[config.mk]
export PLATFORM = sky130hd
export DESIGN_NAME = hdlc_rx_deframer
export DESIGN_NICKNAME = d
export VERILOG_FILES = /design/src/rtl/hdlc_rx_pkg.sv /design/src/rtl/hdlc_rx_unstuff.sv /design/src/rtl/hdlc_rx_fcs.sv /design/src/rtl/hdlc_rx_addr_match.sv /design/src/rtl/hdlc_rx_deframer.sv
export SDC_FILE = /design/constraint.sdc
export NUM_CORES = 1
export LEC_CHECK = 0
export CAP_MARGIN = 10
export CELL_PAD_IN_SITES_DETAIL_PLACEMENT = 1
export CELL_PAD_IN_SITES_GLOBAL_PLACEMENT = 1
export CORE_MARGIN = 3
export CORE_UTILIZATION = 30
export DETAILED_ROUTE_END_ITERATION = 6
export PLACE_DENSITY = 0.67
export SLEW_MARGIN = 10
export SYNTH_ARGS = -nofsm -noshare
export SYNTH_HDL_FRONTEND = slang
export SYNTH_SLANG_ARGS = --single-unit
[constraint.sdc]
create_clock -name clk -period 8.15 [get_ports clk]
set_input_delay 1.2225 -clock clk [delete_from_list [all_inputs] [get_ports clk]]
set_output_delay 1.2225 -clock clk [all_outputs]
set_load 0.05 [all_outputs]
[src/rtl/hdlc_rx_pkg.sv]
package hdlc_rx_pkg;

  localparam logic [7:0]  FLAG_BYTE     = 8'h7E;
  localparam logic [7:0]  ESC_BYTE      = 8'h7D;
  localparam logic [7:0]  ESC_XOR       = 8'h20;
  localparam int          CRC_MAX_BYTES = 4;
  localparam logic [31:0] POLY16_REF    = 32'h0000_8408;
  localparam logic [31:0] POLY32_REF    = 32'hEDB8_8320;
  localparam logic [31:0] SEED16        = 32'h0000_FFFF;
  localparam logic [31:0] SEED32        = 32'hFFFF_FFFF;
  localparam logic [31:0] GOOD16        = 32'h0000_F0B8;
  localparam logic [31:0] GOOD32        = 32'hDEBB_20E3;

  typedef enum logic [1:0] {
    AM_ALL  = 2'b00,
    AM_BYTE = 2'b01,
    AM_PAIR = 2'b10,
    AM_RSVD = 2'b11
  } addr_mode_e;

  // One event per cycle from the unstuffing stage
  typedef struct packed {
    logic       data;
    logic       flag;
    logic       abort;
    logic [7:0] val;
  } rx_evt_t;

  // Reflected CRC over one byte; a 16-bit state lives in the low half
  function automatic logic [31:0] crc_step(input logic [31:0] c,
                                           input logic [7:0]  b,
                                           input logic        wide);
    logic [31:0] r;
    r = c ^ {24'h0, b};
    for (int i = 0; i < 8; i++) begin
      r = r[0] ? ((r >> 1) ^ (wide ? POLY32_REF : POLY16_REF)) : (r >> 1);
    end
    return r;
  endfunction

endpackage

[src/rtl/hdlc_rx_unstuff.sv]
module hdlc_rx_unstuff
  import hdlc_rx_pkg::*;
(
  input  logic       clk,
  input  logic       rst,
  input  logic       en,
  input  logic       in_valid,
  input  logic [7:0] in_data,
  output rx_evt_t    evt
);

  logic in_frame;
  logic esc_q;

  always_ff @(posedge clk) begin
    if (rst || !en) begin
      in_frame <= 1'b0;
      esc_q    <= 1'b0;
      evt      <= '0;
    end else begin
      evt <= '0;
      if (in_valid) begin
        if (in_data == FLAG_BYTE) begin
          // a flag both closes the running frame and opens the next
          if (in_frame && esc_q) evt.abort <= 1'b1;
          else                   evt.flag  <= 1'b1;
          in_frame <= 1'b1;
          esc_q    <= 1'b0;
        end else if (in_frame) begin
          if (esc_q) begin
            evt.data <= 1'b1;
            evt.val  <= in_data ^ ESC_XOR;
            esc_q    <= 1'b0;
          end else if (in_data == ESC_BYTE) begin
            esc_q <= 1'b1;
          end else begin
            evt.data <= 1'b1;
            evt.val  <= in_data;
          end
        end
      end
    end
  end

endmodule

[src/rtl/hdlc_rx_fcs.sv]
module hdlc_rx_fcs
  import hdlc_rx_pkg::*;
(
  input  logic       clk,
  input  logic       rst,
  input  logic       clear,
  input  logic       step,
  input  logic [7:0] val,
  input  logic       wide,
  output logic       match
);

  logic [31:0] crc_q;

  always_ff @(posedge clk) begin
    if (rst || clear) crc_q <= wide ? SEED32 : SEED16;
    else if (step)    crc_q <= crc_step(crc_q, val, wide);
  end

  assign match = wide ? (crc_q == GOOD32) : (crc_q == GOOD16);

endmodule

[src/rtl/hdlc_rx_addr_match.sv]
module hdlc_rx_addr_match
  import hdlc_rx_pkg::*;
#(
  parameter int NUM_ADDR = 4
) (
  input  logic [1:0]            mode,
  input  logic [NUM_ADDR*8-1:0] cfg,
  input  logic [7:0]            first,
  input  logic [7:0]            second,
  input  logic                  have_first,
  input  logic                  have_second,
  output logic                  accept
);

  localparam int NUM_PAIR = NUM_ADDR / 2;

  logic [NUM_ADDR-1:0] byte_hit;
  logic [NUM_PAIR-1:0] pair_hit;

  for (genvar g = 0; g < NUM_ADDR; g++) begin : g_byte
    assign byte_hit[g] = (cfg[8*g +: 8] == first);
  end

  for (genvar g = 0; g < NUM_PAIR; g++) begin : g_pair
    assign pair_hit[g] = (cfg[16*g +: 16] == {first, second});
  end

  always_comb begin
    case (addr_mode_e'(mode))
      AM_BYTE: accept = have_first && (|byte_hit);
      AM_PAIR: accept = have_second && (|pair_hit);
      default: accept = 1'b1;
    endcase
  end

endmodule

[src/rtl/hdlc_rx_deframer.sv]
module hdlc_rx_deframer
  import hdlc_rx_pkg::*;
#(
  parameter int NUM_ADDR   = 4,
  parameter int HOLD_DEPTH = CRC_MAX_BYTES + 1
) (
  input  logic                  clk,
  input  logic                  rst,
  input  logic                  rx_en,
  input  logic                  crc_en,
  input  logic                  crc_size,
  input  logic                  crc_pass,
  input  logic [1:0]            addr_mode,
  input  logic [NUM_ADDR*8-1:0] addr_cfg,
  input  logic                  in_valid,
  input  logic [7:0]            in_data,
  output logic                  out_valid,
  output logic [7:0]            out_data,
  output logic                  out_eof,
  output logic                  out_crc_err,
  output logic                  out_abort
);

  localparam int             CNT_W     = $clog2(HOLD_DEPTH + 1);
  localparam logic [CNT_W-1:0] HOLD_FULL = CNT_W'(HOLD_DEPTH);
  localparam logic [CNT_W-1:0] ONE       = CNT_W'(1);

  rx_evt_t          evt;
  logic [7:0]       hold [HOLD_DEPTH];
  logic [CNT_W-1:0] held;
  logic [CNT_W-1:0] drain_left;
  logic [CNT_W-1:0] strip_n;
  logic [CNT_W-1:0] rel_n;
  logic             spilled;
  logic [7:0]       a_first, a_second;
  logic             have_first, have_second;
  logic             accept;
  logic             crc_ok;
  logic             st_err, st_abt;
  logic             close_err;

  hdlc_rx_unstuff u_unstuff (
    .clk      (clk),
    .rst      (rst),
    .en       (rx_en),
    .in_valid (in_valid),
    .in_data  (in_data),
    .evt      (evt)
  );

  hdlc_rx_fcs u_fcs (
    .clk   (clk),
    .rst   (rst),
    .clear (evt.flag || evt.abort || !rx_en),
    .step  (evt.data),
    .val   (evt.val),
    .wide  (crc_size),
    .match (crc_ok)
  );

  assign have_first  = (held >= CNT_W'(1)) || spilled;
  assign have_second = (held >= CNT_W'(2)) || spilled;

  hdlc_rx_addr_match #(.NUM_ADDR(NUM_ADDR)) u_addr (
    .mode        (addr_mode),
    .cfg         (addr_cfg),
    .first       (a_first),
    .second      (a_second),
    .have_first  (have_first),
    .have_second (have_second),
    .accept      (accept)
  );

  // bytes to withhold at the closing flag
  always_comb begin
    if (crc_en && !crc_pass) strip_n = crc_size ? CNT_W'(4) : CNT_W'(2);
    else                     strip_n = '0;
  end

  // bytes to release when the frame ends
  always_comb begin
    if (evt.abort)          rel_n = held;
    else if (held > strip_n) rel_n = held - strip_n;
    else                    rel_n = '0;
  end

  assign close_err = evt.flag && crc_en && !crc_ok;

  always_ff @(posedge clk) begin
    if (rst || !rx_en) begin
      for (int i = 0; i < HOLD_DEPTH; i++) hold[i] <= '0;
      held        <= '0;
      drain_left  <= '0;
      spilled     <= 1'b0;
      a_first     <= '0;
      a_second    <= '0;
      st_err      <= 1'b0;
      st_abt      <= 1'b0;
      out_valid   <= 1'b0;
      out_data    <= '0;
      out_eof     <= 1'b0;
      out_crc_err <= 1'b0;
      out_abort   <= 1'b0;
    end else begin
      out_valid   <= 1'b0;
      out_eof     <= 1'b0;
      out_crc_err <= 1'b0;
      out_abort   <= 1'b0;
      if (drain_left != '0) begin
        // release the tail of a closed frame, one byte per cycle
        out_valid <= 1'b1;
        out_data  <= hold[0];
        for (int i = 0; i < HOLD_DEPTH - 1; i++) hold[i] <= hold[i+1];
        drain_left <= drain_left - ONE;
        if (drain_left == ONE) begin
          out_eof     <= 1'b1;
          out_crc_err <= st_err;
          out_abort   <= st_abt;
          held        <= '0;
        end
      end else if (evt.data) begin
        if (!have_first)       a_first  <= evt.val;
        else if (!have_second) a_second <= evt.val;
        if (held == HOLD_FULL) begin
          if (accept) begin
            out_valid <= 1'b1;
            out_data  <= hold[0];
          end
          for (int i = 0; i < HOLD_DEPTH - 1; i++) hold[i] <= hold[i+1];
          hold[HOLD_DEPTH-1] <= evt.val;
          spilled <= 1'b1;
        end else begin
          hold[held] <= evt.val;
          held       <= held + ONE;
        end
      end else if (evt.flag || evt.abort) begin
        spilled <= 1'b0;
        if (accept && rel_n != '0) begin
          out_valid <= 1'b1;
          out_data  <= hold[0];
          for (int i = 0; i < HOLD_DEPTH - 1; i++) hold[i] <= hold[i+1];
          if (rel_n == ONE) begin
            out_eof     <= 1'b1;
            out_crc_err <= close_err;
            out_abort   <= evt.abort;
            held        <= '0;
          end else begin
            drain_left <= rel_n - ONE;
            st_err     <= close_err;
            st_abt     <= evt.abort;
          end
        end else begin
          held <= '0;
        end
      end
    end
  end

endmodule

Word level (Yosys, flattened, before mapping). Memories as Yosys holds them, arrays and structs flattened. Cells that the tools add are included.

Add/subtract/negate cells: 4. Magnitude comparators: 3. Equality and inequality tests: 23. Mux-type cells: 108. Bitwise operators: 31. Reductions and logical operators: 39.

Operators by type and width (number): $mux W32 (12); $xor A31 B32 Y32 (8); $mux W8 (22); $mux W1 (56); $mux W3 (17); $eq A16 B16 Y1 (2); $eq A32 B16 Y1 const B (1); $eq A32 B32 Y1 const B (1); $eq A8 B8 Y1 (4); $xor A32 B8 Y32 (1); $eq A8 B7 Y1 const B (2); $reduce_and A4 Y1 (4); $or A1 B1 Y1 (13); $reduce_bool A3 Y1 (4); $reduce_bool A2 Y1 (5); $ne A3 B3 Y1 const B (3); $not A1 Y1 (9); $reduce_or A4 Y1 (2); $reduce_or A8 Y1 (1); $logic_and A1 B1 Y1 (7); $eq A3 B1 Y1 const B (2); $logic_or A1 B1 Y1 (6); $ne A2 B2 Y1 const B (3); $reduce_and A3 Y1 (2); other kinds (17) (21).

Bits in registers: 82. Bits in writable memories: 40. Bits of input ports: 49. Output and inout bits: 12. Word-level logic and storage cells: 228. Memories kept: 1.

Memories: hold (words 5, bits a word 8, read ports 5, clocked after Yosys merged registers in 0, write ports 5, line hdlc_rx_deframer.sv:29) `logic [7:0] hold [HOLD_DEPTH];`.

Longest topological paths before layout.
Depth in word-level cells: 19. Depth in mapped cells: 18. Gate-level depth less buffers: 14.

Cells and area by module. Synthesis repeated with hierarchy kept, for this count alone.

Cells, all modules: 682. Area total of the unflattened synthesis: 7164.4 µm².

By module, submodules not included: hdlc_rx_deframer (instances 1, cells each 304, area an instance 3482.1 µm², sequential area each 1941.9 µm²); hdlc_rx_fcs (instances 1, cells each 250, area an instance 2491.1 µm², sequential area each 960.9 µm²); hdlc_rx_addr_match (instances 1, cells each 79, area an instance 658.1 µm², sequential area each 0.0 µm²); hdlc_rx_unstuff (instances 1, cells each 49, area an instance 533.0 µm², sequential area each 260.2 µm²).

Least setup slack after synthesis. OpenSTA, ideal clock, no wires.

Path type: in2reg. Start: in crc_size. End: mem hold[3][0] (data pin). Setup time: 0.132 ns. Data arrival time: 4.533 ns. Required time: 8.018 ns. Setup slack: 3.485 ns. Stages: 17. Buffers on the path: 4. Cell sequence: buf_2 buf_1 clkbuf_1 nor3b_1 ha_1 inv_1 fa_1 nand2_1 a31oi_1 mux2i_1 ha_1 nor3_1 and2_1 a31oi_1 a31oi_2 buf_4 a22o_1.

RTL lines: start: declaration (line hdlc_rx_deframer.sv:11) `input logic crc_size,`; end: declaration (line hdlc_rx_deframer.sv:29).

==> metrics.yaml <==
final_net_count: 781
power.leakage_nw: 3.06
die_height_um: 158
layout.core_utilization_pct: 36.7
criticalPathCategory: "primary input to flop"
crit_end: "hold[2][0]"
vias_in_the_first_global_route: 5323
timing.hold.worst_path_depth: 2
worstHoldStart: "out_data[3]"
critPathCaptureType: "flop"
setup_slack_ns: 3.20
critical-path-slowest-cell: "sky130_fd_sc_hd__nor3_1"
drv.max_cap_violation_count: 0
syn_inst: 672
boundaryPins: 61
synth.lib_cells_used.distinct: 59
via_count: 5038
post_route_cells_drive_above_1_share_pct: 7.97
clkSinkCount: 122
comb_power_share_pct: 16.8
cts.htree.levels: 4
cts.reportedPaths.clkPinSlew_ns: 0.06
worst_rel_slew_slack_pct: 22.9
final.setup_skew_ns: 0.00900
yosysTopAreaCellShare_pct: 31.1
routed_wire_length_per_instance_um: 18.0
fmax_mhz: 202
synthesis.area_per_instance_um2: 10.3
post_synth_instance_area_mm2: 0.00694
grt_setup_unrepaired: "false"
clkLatencyLatePin_ns: 0.43
post_cts_buffers: 0
arrival_ns: 5.24
crit_path_max_incr_delay_ns: 0.69
gp_routability_congestion: 0.813
clock_path_buffers: 2
critical_path.startpoint: "crc_size"
detail_route.wirelength_um: 18300
dpl_worst_slack_ns: 2.76
cts-root-buf: "sky130_fd_sc_hd__clkbuf_16"
netlist_top_cells_count: "sky130_fd_sc_hd__edfxtp_1 (72), sky130_fd_sc_hd__nand2_1 (65), sky130_fd_sc_hd__xor2_1 (57)"
crit_cells: 16
die_area_mm2: 0.0250
grt.overflow.total: 0
die_width_um: 158
final_period_utilization_pct: 60.7
core_area_mm2: 0.0227
ys.warnings.count: 0
cts_tree: "yes"
count_of_flip_flops_with_a_built_in_enable_after_synthesis: 72
worst-path-buf-inv: 4
timing.hold.worst.class: "flop to flop"
finalHoldViolCount: 0
switchingPower_uw: 507
synth_seq_cells: 122
route.detailed.drc: 0
vdd.ir_drop.worst_mv: 0.132
power_density_of_the_placed_cells_mw_per_mm2: 210
tightestPinTransition_ns: 1.14
fin_hold_ws_ns: 0.455
totalPowerFinal_mw: 1.75
post-dp-hpwl_um: 13000
crit_path_start_kind: "primary input"
synth-seq-area-share_pct: 45.5
grt_pass1_wl_um: 29300
critical_path_rt_ns: 8.45
area_delta_synth_final_pct: 19.9
grt_max_degree: 42
cp_max_fo: 40
slew_violations: 0
timing.critical_path.cells: "clkdlybuf4s50_1 -> buf_4 -> nor3b_1 -> ha_1 -> inv_1 -> fa_1 -> nand2_1 -> a31oi_1 -> mux2i_1 -> ha_1 -> nor3_1 -> and2_1 -> a31oi_1 -> a31oi_2 -> buf_4 -> a22o_1"
final_report_setup_violation_count: 0
antenna_cells_inserted: 0
ctsHoldBuffers: 0
rows: 55
internal-power_mw: 1.24
track_usage_pct: 15.3
status: "finished clean"
layout_min_cycle_time_ns: 4.95
synth_most_common_cell: "sky130_fd_sc_hd__edfxtp_1"
clockPowerShare_pct: 42.4
route.antenna.remaining_nets: 0
postSynthNetCount: 738
drtPass1Iterations: 4
fin_setup_tns_ns: 0
start_util_pct: 30.6
placement.io_buffers: 60
cts_resized: 0
number_of_buffers_created_by_cts: 17
ff2ff_path_depth: 14
timing.reg2reg.setup_slack_ns: 4.27
timing.rr.start: "held[1]"
power_frac_seq_pct: 40.8
fillCellCount: 2519
path_delay_family: "simple AND/OR/NAND/NOR gates"
power_switching_share_pct: 28.9
antenna_found_initial: 0
synth_top_cells_by_area: "sky130_fd_sc_hd__edfxtp_1 (31%), sky130_fd_sc_hd__dfxtp_1 (14%), sky130_fd_sc_hd__xor2_1 (7.2%)"
drc_marker_count_from_the_first_detailed_route_iteration: 267
route.detailed.vias_per_inst: 4.97
synth_top_flop_cell: "sky130_fd_sc_hd__edfxtp_1"
synth_top_area_cell: "sky130_fd_sc_hd__edfxtp_1"
asyncSetResetFlopFracSynth_pct: 0
regToRegEndpoint: "hold[2][0]"
## power by group through the flow
stage / clock network (mW) / registers, mW / logic, mW
global route: 0.785 / 0.718 / 0.325
finish: 0.743 / 0.714 / 0.295
floorplan: 0 / 0.719 / 0.213
CTS: 0.759 / 0.714 / 0.298
detailed placement: 0 / 0.727 / 0.295
global placement: 0 / 0.725 / 0.289
## stage by stage
| stage | cells | area [µm²] |
|---|---|---|
| 2_1_floorplan | 672 | 6940 |
| 6_report | 1013 | 8330 |
| 3_3_place_gp | 981 | 7760 |
| 5_1_grt | 1013 | 8330 |
| 3_5_place_dp | 981 | 7760 |
| 4_1_cts | 1013 | 8330 |
## state kept, by name (all words and copies together), names as in the netlist, 3 cells and up
signal,cells
a_second,8
u_unstuff.evt,11
held,3
u_fcs.crc_q,32
out_data,8
drain_left,3
hold,40
a_first,8
## final cells by class
class	instances	area (µm²)	area share, %
sequential	122	3160	38.0
clock buffer	18	450	5.41
inverter	16	60.1	0.721
clock inverter	14	120	1.44
multi-input combinational	491	3520	42.3
tap	285	357	4.28
timing repair buffer	67	653	7.84
## layer usage
layer  part of all wire (%)  track usage, %  wire length, µm  vias up
li1                       -               -                -     2480
met1                     47            19.9             8580     2479
met2                     49            25.3             8930       58
met3                    2.5            3.47              457       21
met4                    1.6            4.79              289        0
met5                      0               0                0        -
## kinds of logic (layout without fill, tap and decap cells)
logic type / Yosys count / in the layout / synth area share [%]
compound gates: 114 / 114 / 11.7
simple gates: 208 / 208 / 14.7
flops: 122 / 122 / 45.5
mux: 36 / 36 / 5.19
xor+xnor: 116 / 116 / 15.9
buf+inv: 59 / 115 / 3.82
fa+ha+maj: 17 / 17 / 3.17
## placed cells by master (no fill, tap or decap), types with 18 or more instances in the layout
master	n
sky130_fd_sc_hd__clkbuf_16	18
sky130_fd_sc_hd__nand2_1	65
sky130_fd_sc_hd__xor2_1	57
sky130_fd_sc_hd__xnor2_1	51
sky130_fd_sc_hd__and2_1	23
sky130_fd_sc_hd__clkdlybuf4s50_1	60
sky130_fd_sc_hd__dfxtp_1	50
sky130_fd_sc_hd__a22o_1	32
sky130_fd_sc_hd__mux2i_1	36
sky130_fd_sc_hd__nor2_1	42
sky130_fd_sc_hd__a21oi_1	38
sky130_fd_sc_hd__edfxtp_1	72
## worst min-delay path, stage by stage (launching register included)
cell	delay [ns]
sky130_fd_sc_hd__dfxtp_1	0.31
sky130_fd_sc_hd__nand2_1	0.05
sky130_fd_sc_hd__mux2i_1	0.05
## worst min path at each step
stage | endpoint | slack [ns]
global placement | out_data[3] | 0.45
floorplan | st_abt | 0.44
global route | out_data[5] | 0.50
detailed placement | out_data[3] | 0.45
CTS | out_data[3] | 0.46
finish | out_data[3] | 0.45
Note: power is estimated with default switching activity, not from simulation.
